$ cat config.mk
export PLATFORM = sky130hd
export DESIGN_NAME = stopwatch_core
export DESIGN_NICKNAME = d
export VERILOG_FILES = /design/src/rtl/sw_pkg.sv /design/src/rtl/sw_btn_cond.sv /design/src/rtl/sw_tick_gen.sv /design/src/rtl/sw_time_chain.sv /design/src/rtl/sw_seg_decode.sv /design/src/rtl/stopwatch_core.sv
export SDC_FILE = /design/constraint.sdc
export NUM_CORES = 1
export LEC_CHECK = 0
export ABC_AREA = 1
export BUFFER_PORTS_ARGS = -buffer_cell sky130_fd_sc_hd__buf_4
export CORE_ASPECT_RATIO = 0.7
export CORE_UTILIZATION = 45
export CTS_CLUSTER_DIAMETER = 80
export CTS_CLUSTER_SIZE = 40
export DETAILED_ROUTE_END_ITERATION = 8
export MAX_ROUTING_LAYER = met4
export SYNTH_ARGS = -nofsm -noshare
export SYNTH_HDL_FRONTEND = slang
export SYNTH_SLANG_ARGS = --single-unit
$ cat constraint.sdc
create_clock -name clk -period 2.4 [get_ports clk]
set_clock_uncertainty 0.15 [all_clocks]
set_input_delay 0.48 -clock clk [delete_from_list [all_inputs] [get_ports clk]]
set_output_delay 0.48 -clock clk [all_outputs]
set_load 0.01 [all_outputs]
$ cat src/rtl/sw_pkg.sv
package sw_pkg;
  localparam int NDIG = 6;
  typedef logic [3:0] bcd_t;

  // Highest value a digit may hold; the hours units limit follows the hours tens digit.
  function automatic bcd_t digit_limit(input int idx, input bcd_t hr_tens);
    case (idx)
      0, 2:    digit_limit = 4'd9;
      1, 3:    digit_limit = 4'd5;
      4:       digit_limit = (hr_tens == 4'd2) ? 4'd3 : 4'd9;
      default: digit_limit = 4'd2;
    endcase
  endfunction

  function automatic bcd_t bcd_step(input bcd_t d, input bcd_t lim);
    bcd_step = (d == lim) ? 4'd0 : d + 4'd1;
  endfunction

  // Active-low pattern, bit 6 = segment a ... bit 0 = segment g.
  function automatic logic [6:0] bcd_to_seg_n(input bcd_t d);
    case (d)
      4'd0: bcd_to_seg_n = 7'b0000001;
      4'd1: bcd_to_seg_n = 7'b1001111;
      4'd2: bcd_to_seg_n = 7'b0010010;
      4'd3: bcd_to_seg_n = 7'b0000110;
      4'd4: bcd_to_seg_n = 7'b1001100;
      4'd5: bcd_to_seg_n = 7'b0100100;
      4'd6: bcd_to_seg_n = 7'b0100000;
      4'd7: bcd_to_seg_n = 7'b0001111;
      4'd8: bcd_to_seg_n = 7'b0000000;
      4'd9: bcd_to_seg_n = 7'b0000100;
      default: bcd_to_seg_n = 7'b1111111;
    endcase
  endfunction
endpackage

$ cat src/rtl/sw_btn_cond.sv
module sw_btn_cond #(
  parameter int DEB_CYC = 50000
) (
  input  logic clk,
  input  logic rst_n,
  input  logic pin_n,
  output logic press
);
  localparam int CW = (DEB_CYC > 1) ? $clog2(DEB_CYC) : 1;

  logic          sync1, sync2, stable;
  logic [CW-1:0] cnt;
  logic          accept;

  assign accept = (sync2 != stable) && (cnt == CW'(DEB_CYC - 1));

  always_ff @(posedge clk or negedge rst_n) begin
    if (!rst_n) begin
      sync1  <= 1'b0;
      sync2  <= 1'b0;
      stable <= 1'b0;
      cnt    <= '0;
      press  <= 1'b0;
    end else begin
      sync1 <= ~pin_n;
      sync2 <= sync1;
      press <= accept && sync2;
      if (sync2 == stable) begin
        cnt <= '0;
      end else if (accept) begin
        stable <= sync2;
        cnt    <= '0;
      end else begin
        cnt <= cnt + CW'(1);
      end
    end
  end

  assert_single_pulse_R1: assert property (@(posedge clk) disable iff (!rst_n)
    press |=> !press);
endmodule

$ cat src/rtl/sw_tick_gen.sv
module sw_tick_gen #(
  parameter int HALF_COUNT = 25000000
) (
  input  logic clk,
  input  logic rst_n,
  input  logic clr,
  input  logic en,
  output logic tick
);
  localparam int CW = (HALF_COUNT > 1) ? $clog2(HALF_COUNT) : 1;

  logic [CW-1:0] cnt;
  logic          phase;
  logic          half_done;

  assign half_done = (cnt == CW'(HALF_COUNT - 1));
  assign tick      = en && !clr && half_done && phase;

  always_ff @(posedge clk or negedge rst_n) begin
    if (!rst_n) begin
      cnt   <= '0;
      phase <= 1'b0;
    end else if (clr) begin
      cnt   <= '0;
      phase <= 1'b0;
    end else if (en) begin
      if (half_done) begin
        cnt   <= '0;
        phase <= ~phase;
      end else begin
        cnt <= cnt + CW'(1);
      end
    end
  end

  assert_tick_spacing_R4: assert property (@(posedge clk) disable iff (!rst_n)
    tick |=> !tick);
endmodule

$ cat src/rtl/sw_time_chain.sv
module sw_time_chain
  import sw_pkg::*;
(
  input  logic              clk,
  input  logic              rst_n,
  input  logic              clr,
  input  logic              adv,
  output logic [4*NDIG-1:0] time_bcd
);
  bcd_t dig   [NDIG];
  bcd_t lim   [NDIG];
  logic [NDIG:0] carry;

  assign carry[0] = adv && !clr;

  for (genvar i = 0; i < NDIG; i++) begin : g_digit
    assign lim[i]            = digit_limit(i, dig[NDIG-1]);
    assign carry[i+1]        = carry[i] && (dig[i] == lim[i]);
    assign time_bcd[4*i +: 4] = dig[i];

    always_ff @(posedge clk or negedge rst_n) begin
      if (!rst_n)        dig[i] <= 4'd0;
      else if (clr)      dig[i] <= 4'd0;
      else if (carry[i]) dig[i] <= bcd_step(dig[i], lim[i]);
    end

    if (i < 4) begin : g_ms
      assert_digit_range_R6: assert property (@(posedge clk) disable iff (!rst_n)
        dig[i] <= ((i % 2 == 0) ? 4'd9 : 4'd5));
    end else begin : g_hr
      assert_hour_range_R7: assert property (@(posedge clk) disable iff (!rst_n)
        (dig[5] <= 4'd2) && (dig[5] != 4'd2 || dig[4] <= 4'd3));
    end
  end

  assert_hold_when_idle_R5: assert property (@(posedge clk) disable iff (!rst_n)
    (!adv && !clr) |=> $stable(time_bcd));
  assert_clear_zero_R3: assert property (@(posedge clk) disable iff (!rst_n)
    clr |=> (time_bcd == '0));
  assert_day_wrap_R7: assert property (@(posedge clk) disable iff (!rst_n)
    (time_bcd == 24'h235959 && adv && !clr) |=> (time_bcd == '0));
endmodule

$ cat src/rtl/sw_seg_decode.sv
module sw_seg_decode
  import sw_pkg::*;
(
  input  logic [4*NDIG-1:0] time_bcd,
  output logic [7*NDIG-1:0] seg_n
);
  for (genvar i = 0; i < NDIG; i++) begin : g_dec
    assign seg_n[7*i +: 7] = bcd_to_seg_n(time_bcd[4*i +: 4]);
  end
endmodule

$ cat src/rtl/stopwatch_core.sv
module stopwatch_core
  import sw_pkg::*;
#(
  parameter int HALF_COUNT = 25000000,
  parameter int DEB_CYC    = 50000
) (
  input  logic        clk,
  input  logic        rst_n,
  input  logic        btn_run_n,
  input  logic        btn_clr_n,
  output logic [23:0] time_bcd,
  output logic [41:0] seg_n
);
  logic run_evt, clr_evt, running, sec_tick;

  sw_btn_cond #(.DEB_CYC(DEB_CYC)) u_run_btn (
    .clk(clk), .rst_n(rst_n), .pin_n(btn_run_n), .press(run_evt));
  sw_btn_cond #(.DEB_CYC(DEB_CYC)) u_clr_btn (
    .clk(clk), .rst_n(rst_n), .pin_n(btn_clr_n), .press(clr_evt));

  always_ff @(posedge clk or negedge rst_n) begin
    if (!rst_n)       running <= 1'b0;
    else if (clr_evt) running <= 1'b0;
    else if (run_evt) running <= ~running;
  end

  sw_tick_gen #(.HALF_COUNT(HALF_COUNT)) u_tick (
    .clk(clk), .rst_n(rst_n), .clr(clr_evt), .en(running), .tick(sec_tick));

  sw_time_chain u_chain (
    .clk(clk), .rst_n(rst_n), .clr(clr_evt), .adv(sec_tick), .time_bcd(time_bcd));

  sw_seg_decode u_dec (.time_bcd(time_bcd), .seg_n(seg_n));

  assert_run_toggle_R2: assert property (@(posedge clk) disable iff (!rst_n)
    (run_evt && !clr_evt) |=> (running != $past(running)));
  assert_clear_pauses_R3: assert property (@(posedge clk) disable iff (!rst_n)
    clr_evt |=> !running);
  assert_paused_no_tick_R5: assert property (@(posedge clk) disable iff (!rst_n)
    !running |-> !sec_tick);
endmodule

Yosys cells after proc, flatten, opt, wreduce, memory -nomap -nowiden
Memory sizes are Yosys's and may differ from the RTL's.
Cells that the tools add are included.
- add/subtract/negate cells: 9
- $mul: 0
- divide/modulo/power cells: 0
- $lt $le $gt $ge: 0
- equality and inequality tests: 13
- shift-type cells: 0
- multiplexer cells: 31
- bitwise gates (word level): 6
- reductions and logical operators: 26
- operators by type and width (kind ; count):
    4-bit 2-to-1 mux ; 19
    25-bit 2-to-1 mux ; 3
    16-bit 2-to-1 mux ; 4
    16-bit by 1-bit adder with 16-bit output (second input constant) ; 2
    16-bit == test (second input constant) ; 2
    25-bit by 1-bit adder with 25-bit output (second input constant) ; 1
    25-bit == test (second input constant) ; 1
    4-bit by 1-bit adder with 4-bit output (second input constant) ; 6
    2-bit nonzero test ; 9
    1-bit logical AND ; 13
    4-bit by 3-bit == test with 1-bit output (second input constant) ; 2
    4-bit == test (second input constant) ; 2
    1-bit NOT ; 6
    2-bit AND reduction ; 3
    1-bit 2-to-1 mux ; 5
    4-bit by 2-bit == test with 1-bit output (second input constant) ; 1
    4-bit == test ; 1
    1-bit == test ; 2
    1-bit != test ; 2
    1-bit logical NOT ; 1
- bits in registers: 91
- bits in latches: 0
- RAM bits: 0
- ROM bits: 672
- input port bits: 4
- output and inout bits: 66
- word-level logic and storage cells: 110
- memories kept: 6
- memory list (name ; depth ; bits a word ; read ports ; clocked after Yosys merged registers in ; write ports ; RTL line ; source):
    (no name shown) ; 16 ; 7 ; 1 ; 0 ; 0 ; sw_pkg.sv:21 ; case (d)
    (no name shown) ; 16 ; 7 ; 1 ; 0 ; 0 ; sw_pkg.sv:21 ;
    (no name shown) ; 16 ; 7 ; 1 ; 0 ; 0 ; sw_pkg.sv:21 ;
    (no name shown) ; 16 ; 7 ; 1 ; 0 ; 0 ; sw_pkg.sv:21 ;
    (no name shown) ; 16 ; 7 ; 1 ; 0 ; 0 ; sw_pkg.sv:21 ;
    (no name shown) ; 16 ; 7 ; 1 ; 0 ; 0 ; sw_pkg.sv:21 ;

Depth between registers and ports, before layout
- depth in word-level cells: 12
- mapped depth: 12
- mapped depth without buffers: 12

By module
A second synthesis with hierarchy kept.
- cells, all modules: 899
- area total of the unflattened synthesis: 6480.0 um2
- modules (own cells, without submodules) (module ; instances ; cells each ; area each (um2)):
    sw_btn_cond ; 2 ; 140 ; 1082.3
    sw_tick_gen ; 1 ; 242 ; 1701.6
    sw_time_chain ; 1 ; 161 ; 1428.9
    sw_seg_decode ; 1 ; 210 ; 1141.1
    stopwatch_core ; 1 ; 6 ; 43.8

Worst setup path before layout
No wires, ideal clock.
- kind: reg2out
- from: register u_chain.dig, in the netlist u_chain.time_bcd[0]
- to: output seg_n[1]
- data arrival time: 1.320 ns
- required time: 1.770 ns
- path slack: 0.450 ns
- cell stages (with the launch flop): 4
- cell sequence: dfrtp_1 > inv_1 > ha_1 > o311ai_0
- word-level cells in the longest chain between the ends: 1
- ends and longest elaborated chain (item ; RTL line ; source):
    from (decl) ; sw_time_chain.sv:10 ; bcd_t dig [NDIG];
    from (signal, indexed assignment) ; sw_time_chain.sv:24 ; else if (carry[i]) dig[i] <= bcd_step(dig[i], lim[i]);
    memory read 16 x 7 bit ; -- ;
    to (decl) ; stopwatch_core.sv:12 ; output logic [41:0] seg_n
Every way passes these cells.

Final worst setup path
- from: register u_chain.dig, in the netlist u_chain.time_bcd[16]
- to: output seg_n[31]
The elaborated chain is that of the path after synthesis.

==> qor.csv <==
stage,metric,value,unit
detailed_routing,Detailed Route WL,14.2,mm
finish,share of cells above drive strength 1,0.175,
finish,final core occ,0.555,
timing,setup violators final,0,
finish,area delta synth->final,19.1,%
timing,Setup TNS Final,0,ns
global_routing,gr ovfl total,0,
global_routing,global-route wire length before repair,24.1,mm
die,Die Span Y,97.4,µm
detailed_routing,DRT Pass-1 Iters,7,
detailed_routing,DRT antenna net count,0,
worst_setup_path,CP endpoint kind,primary output,
outcome,failing checks,design-rule violations,
timing,Slew Limit Fails,0,
global_routing,initial antenna violation count,0,
global_routing,largest net degree at the start of global routing,43,
power_and_ir_drop,Max IR drop VDD,0.333,mV
synthesis,"EDFF count, synth",0,
synthesis,Post-Syn Nets,830,
timing,worst slew pin tran,0.547,ns
worst_setup_path,CP Launch Type,flip-flop,
clock_network,"Clk Latency, worst-skew pair",0.34,ns
global_routing,met2 Resource Use GR,0.341,
clock_network,worst-case clock buffer depth,2,
timing,fin crit period,2.32,ns
die,Die Area,0.0135,mm²
synthesis,Mean Syn Cell Area,7.38,µm²
die,FP Rows,34,
die,starting density of the core,0.466,
finish,number of diodes,0,
finish,Final Cell Area,0.00696,mm²
worst_setup_path,FF-to-FF Start,u_tick.cnt[0]$_DFFE_PN0N_,
finish,Post-Layout Cell Count,1047,
worst_setup_path,WP data arrival,1.69,ns
timing,final count of hold timing violations,0,
placement,hpwl dp,10.8,mm
global_routing,vias in the first global route,4962,
timing,slew margin rel.,0.636,
power_and_ir_drop,Pleak,3.57,nW
synthesis,Synth top area share,0.390,
worst_setup_path,crit-path max FO,5,
worst_setup_path,Worst Setup EP,seg_n[31],
finish,"Net count, final",918,
die,core area,0.0125,mm²
global_routing,GR Util met3,0.0379,
detailed_routing,DRT iter0 DRCs,360,
outcome,status,"finished, violations left",
synthesis,YS warnings,0,
synthesis,Mapped Area,0.00584,mm²
detailed_routing,Via Count,5449,
worst_setup_path,Required @ worst endpoint,1.77,ns
die,Ports,70,
timing,crit share post-route,0.965,
placement,post-placement worst setup slack,0.243,ns
die,Die W,138,µm
synthesis,Synth area leader,dfrtp_1,
finish,fillers,1209,
detailed_routing,vias per std cell,5.20,
synthesis,Synth cell types,50,
clock_network,CTS Root Cell,clkbuf_16,
clock_network,Clock Sink Count,91,
clock_network,H-tree levels,3,
synthesis,Async SR Flop Fraction,1.00,
timing,achievable frequency,432,MHz
placement,Cells after DPL,1024,
worst_setup_path,crit path launch,u_chain.time_bcd[16]$_DFFE_PN0P_,
power_and_ir_drop,Pwr Density,421,mW/mm²
clock_network,TritonCTS clock tree,done,
synthesis,top_reg_cell synth,dfrtp_1,
placement,Final Wtd Congestion,0.878,
clock_network,CTS Buf Count,9,
worst_setup_path,R2R depth,12,
worst_setup_path,CP Class,reg2out,
timing,final setup margin,0.0831,ns
detailed_routing,DRC errors left,10,
global_routing,Most Crowded Layer GR,met2,
placement,Port-buffer cells,69,
synthesis,Cells after Synth,792,
detailed_routing,wire per inst,13.6,µm
clock_network,"Clk pin slew, worst setup/hold paths",0.07,ns
synthesis,Synth Register Bits,91,
worst_setup_path,reg-to-reg critical path endpoint,u_chain.time_bcd[9]$_DFFE_PN0P_,
synthesis,Area contributors post-synth,"dfrtp_1 (39%), nand2_1 (9.7%), inv_1 (7.8%)",
placement,placed instance area,0.00662,mm²
run,Max Cap Viol,0,
global_routing,Global Route met1 Usage,0.322,
synthesis,"Seq/Total Area, Yosys",0.390,
min_path,HP Class,in2reg,
worst_setup_path,"setup slack, reg-to-reg",0.32,ns
global_routing,GRT Total Usage,0.227,
[cell usage in the layout (no fill, tap or decap), types with 4 or more instances in the layout]
cell / count
clkbuf_16: 9
o21ai_1: 20
dfrtp_1: 79
nand3_1: 58
buf_4: 83
nand2_1: 151
nand2_2: 5
ha_1: 34
nand4_1: 21
a21oi_1: 29
nor3b_1: 4
inv_1: 115
o21ai_0: 60
xor2_1: 13
nor2_2: 5
dfrtp_2: 12
nor2_1: 97
nor3_1: 16
inv_2: 15
[stage by stage]
| step | power [mW] | hold WS (ns) |
|---|---|---|
| floorplan | 1.61 | 0.0344 |
| global placement | 1.65 | 0.185 |
| detailed placement | 1.66 | 0.188 |
| CTS | 2.98 | 0.109 |
| global route | 3.05 | 0.107 |
| finish | 2.93 | 0.123 |
[layer usage]
metal | share of wire | vias up
li1 | - | 2758
met1 | 0.51 | 2576
met2 | 0.44 | 108
met3 | 0.041 | 7
met4 | 0.0057 | 0
met5 | 0 | -
[what timing repair did]
| action | 4_1_cts | 5_1_grt |
|---|---|---|
| hold buffers | 1 | 0 |
| endpoints found under the hold margin | 32 | 0 |
| setup buffers | 0 | 6 |
| setup endpoints to repair | 5 | 22 |
| pin swaps | 0 | 0 |
| resized for setup | 5 | 24 |
[critical path, cell delays in order, from the launching register on]
cell        delay, ns
dfrtp_2          0.44
clkinvlp_4       0.14
ha_1             0.32
nand2_1          0.10
inv_1            0.04
o21ai_0          0.16
buf_4            0.15
[logic make-up (layout without fill, tap and decap cells)]
group,count (synthesis),after routing,synth area share
xor gates and xnor gates,14,14,0.0210
AOI/OAI and AO/OA,131,131,0.124
DFF,91,91,0.390
adders and majority gates,34,34,0.0728
and+or+nand+nor,382,382,0.301
buffers and inverters,140,233,0.0918
[power breakdown]
| group | switching [mW] | total [mW] | internal [mW] | leakage, nW |
|---|---|---|---|---|
| logic | 0.0534 | 0.0747 | 0.0214 | 2.20 |
| registers | 0.00680 | 1.55 | 1.54 | 1.24 |
| clock network | 0.600 | 1.30 | 0.703 | 0.133 |
| total | 0.660 | 2.93 | 2.27 | 3.57 |
[cell type report]
type,count,area [µm²],share of cell area
Clock buffer,10,229,0.0329
Clock inverter,6,40.0,0.00575
Inverter,131,495,0.0712
Multi-Input combinational cell,561,3030,0.435
Sequential cell,91,2290,0.329
Tap cell,162,203,0.0291
Timing Repair Buffer,86,673,0.0967
[registers in the layout, summed over array words and instances, names as in the netlist]
name	flops
u_clr_btn.sync2	1
u_run_btn.press	1
u_run_btn.stable	1
u_run_btn.sync2	1
u_run_btn.sync1	1
running	1
u_clr_btn.press	1
u_clr_btn.sync1	1
u_tick.cnt	25
u_chain.time_bcd	24
u_clr_btn.cnt	16
u_tick.phase	1
u_clr_btn.stable	1
u_run_btn.cnt	16
[how the worst min path moves through the flow]
| stage | cells past startpoint | endpoint | start |
|---|---|---|---|
| CTS | 2 | u_run_btn.sync1$_DFF_PN0_ | btn_run_n |
| global route | 2 | u_run_btn.sync1$_DFF_PN0_ | btn_run_n |
| finish | 2 | u_run_btn.sync1$_DFF_PN0_ | btn_run_n |
| floorplan | 0 | running$_DFFE_PN0P_ | rst_n |
| detailed placement | 0 | u_run_btn.sync2$_DFF_PN0_ | u_run_btn.sync1$_DFF_PN0_ |
| global placement | 0 | u_run_btn.sync2$_DFF_PN0_ | u_run_btn.sync1$_DFF_PN0_ |
[cell usage after synthesis, types with 4 or more instances]
| cell | number |
|---|---|
| nor3_1 | 16 |
| nor3b_1 | 4 |
| nand2_1 | 151 |
| o21ai_1 | 12 |
| nand3_1 | 58 |
| inv_1 | 122 |
| o21ai_0 | 68 |
| a21oi_1 | 29 |
| nor2_2 | 5 |
| ha_1 | 34 |
| nand2_2 | 5 |
| inv_2 | 9 |
| clkbuf_1 | 5 |
| xor2_1 | 13 |
| dfrtp_1 | 91 |
| nor2_1 | 97 |
| nand4_1 | 21 |
Power figures use the tool's default switching activity.
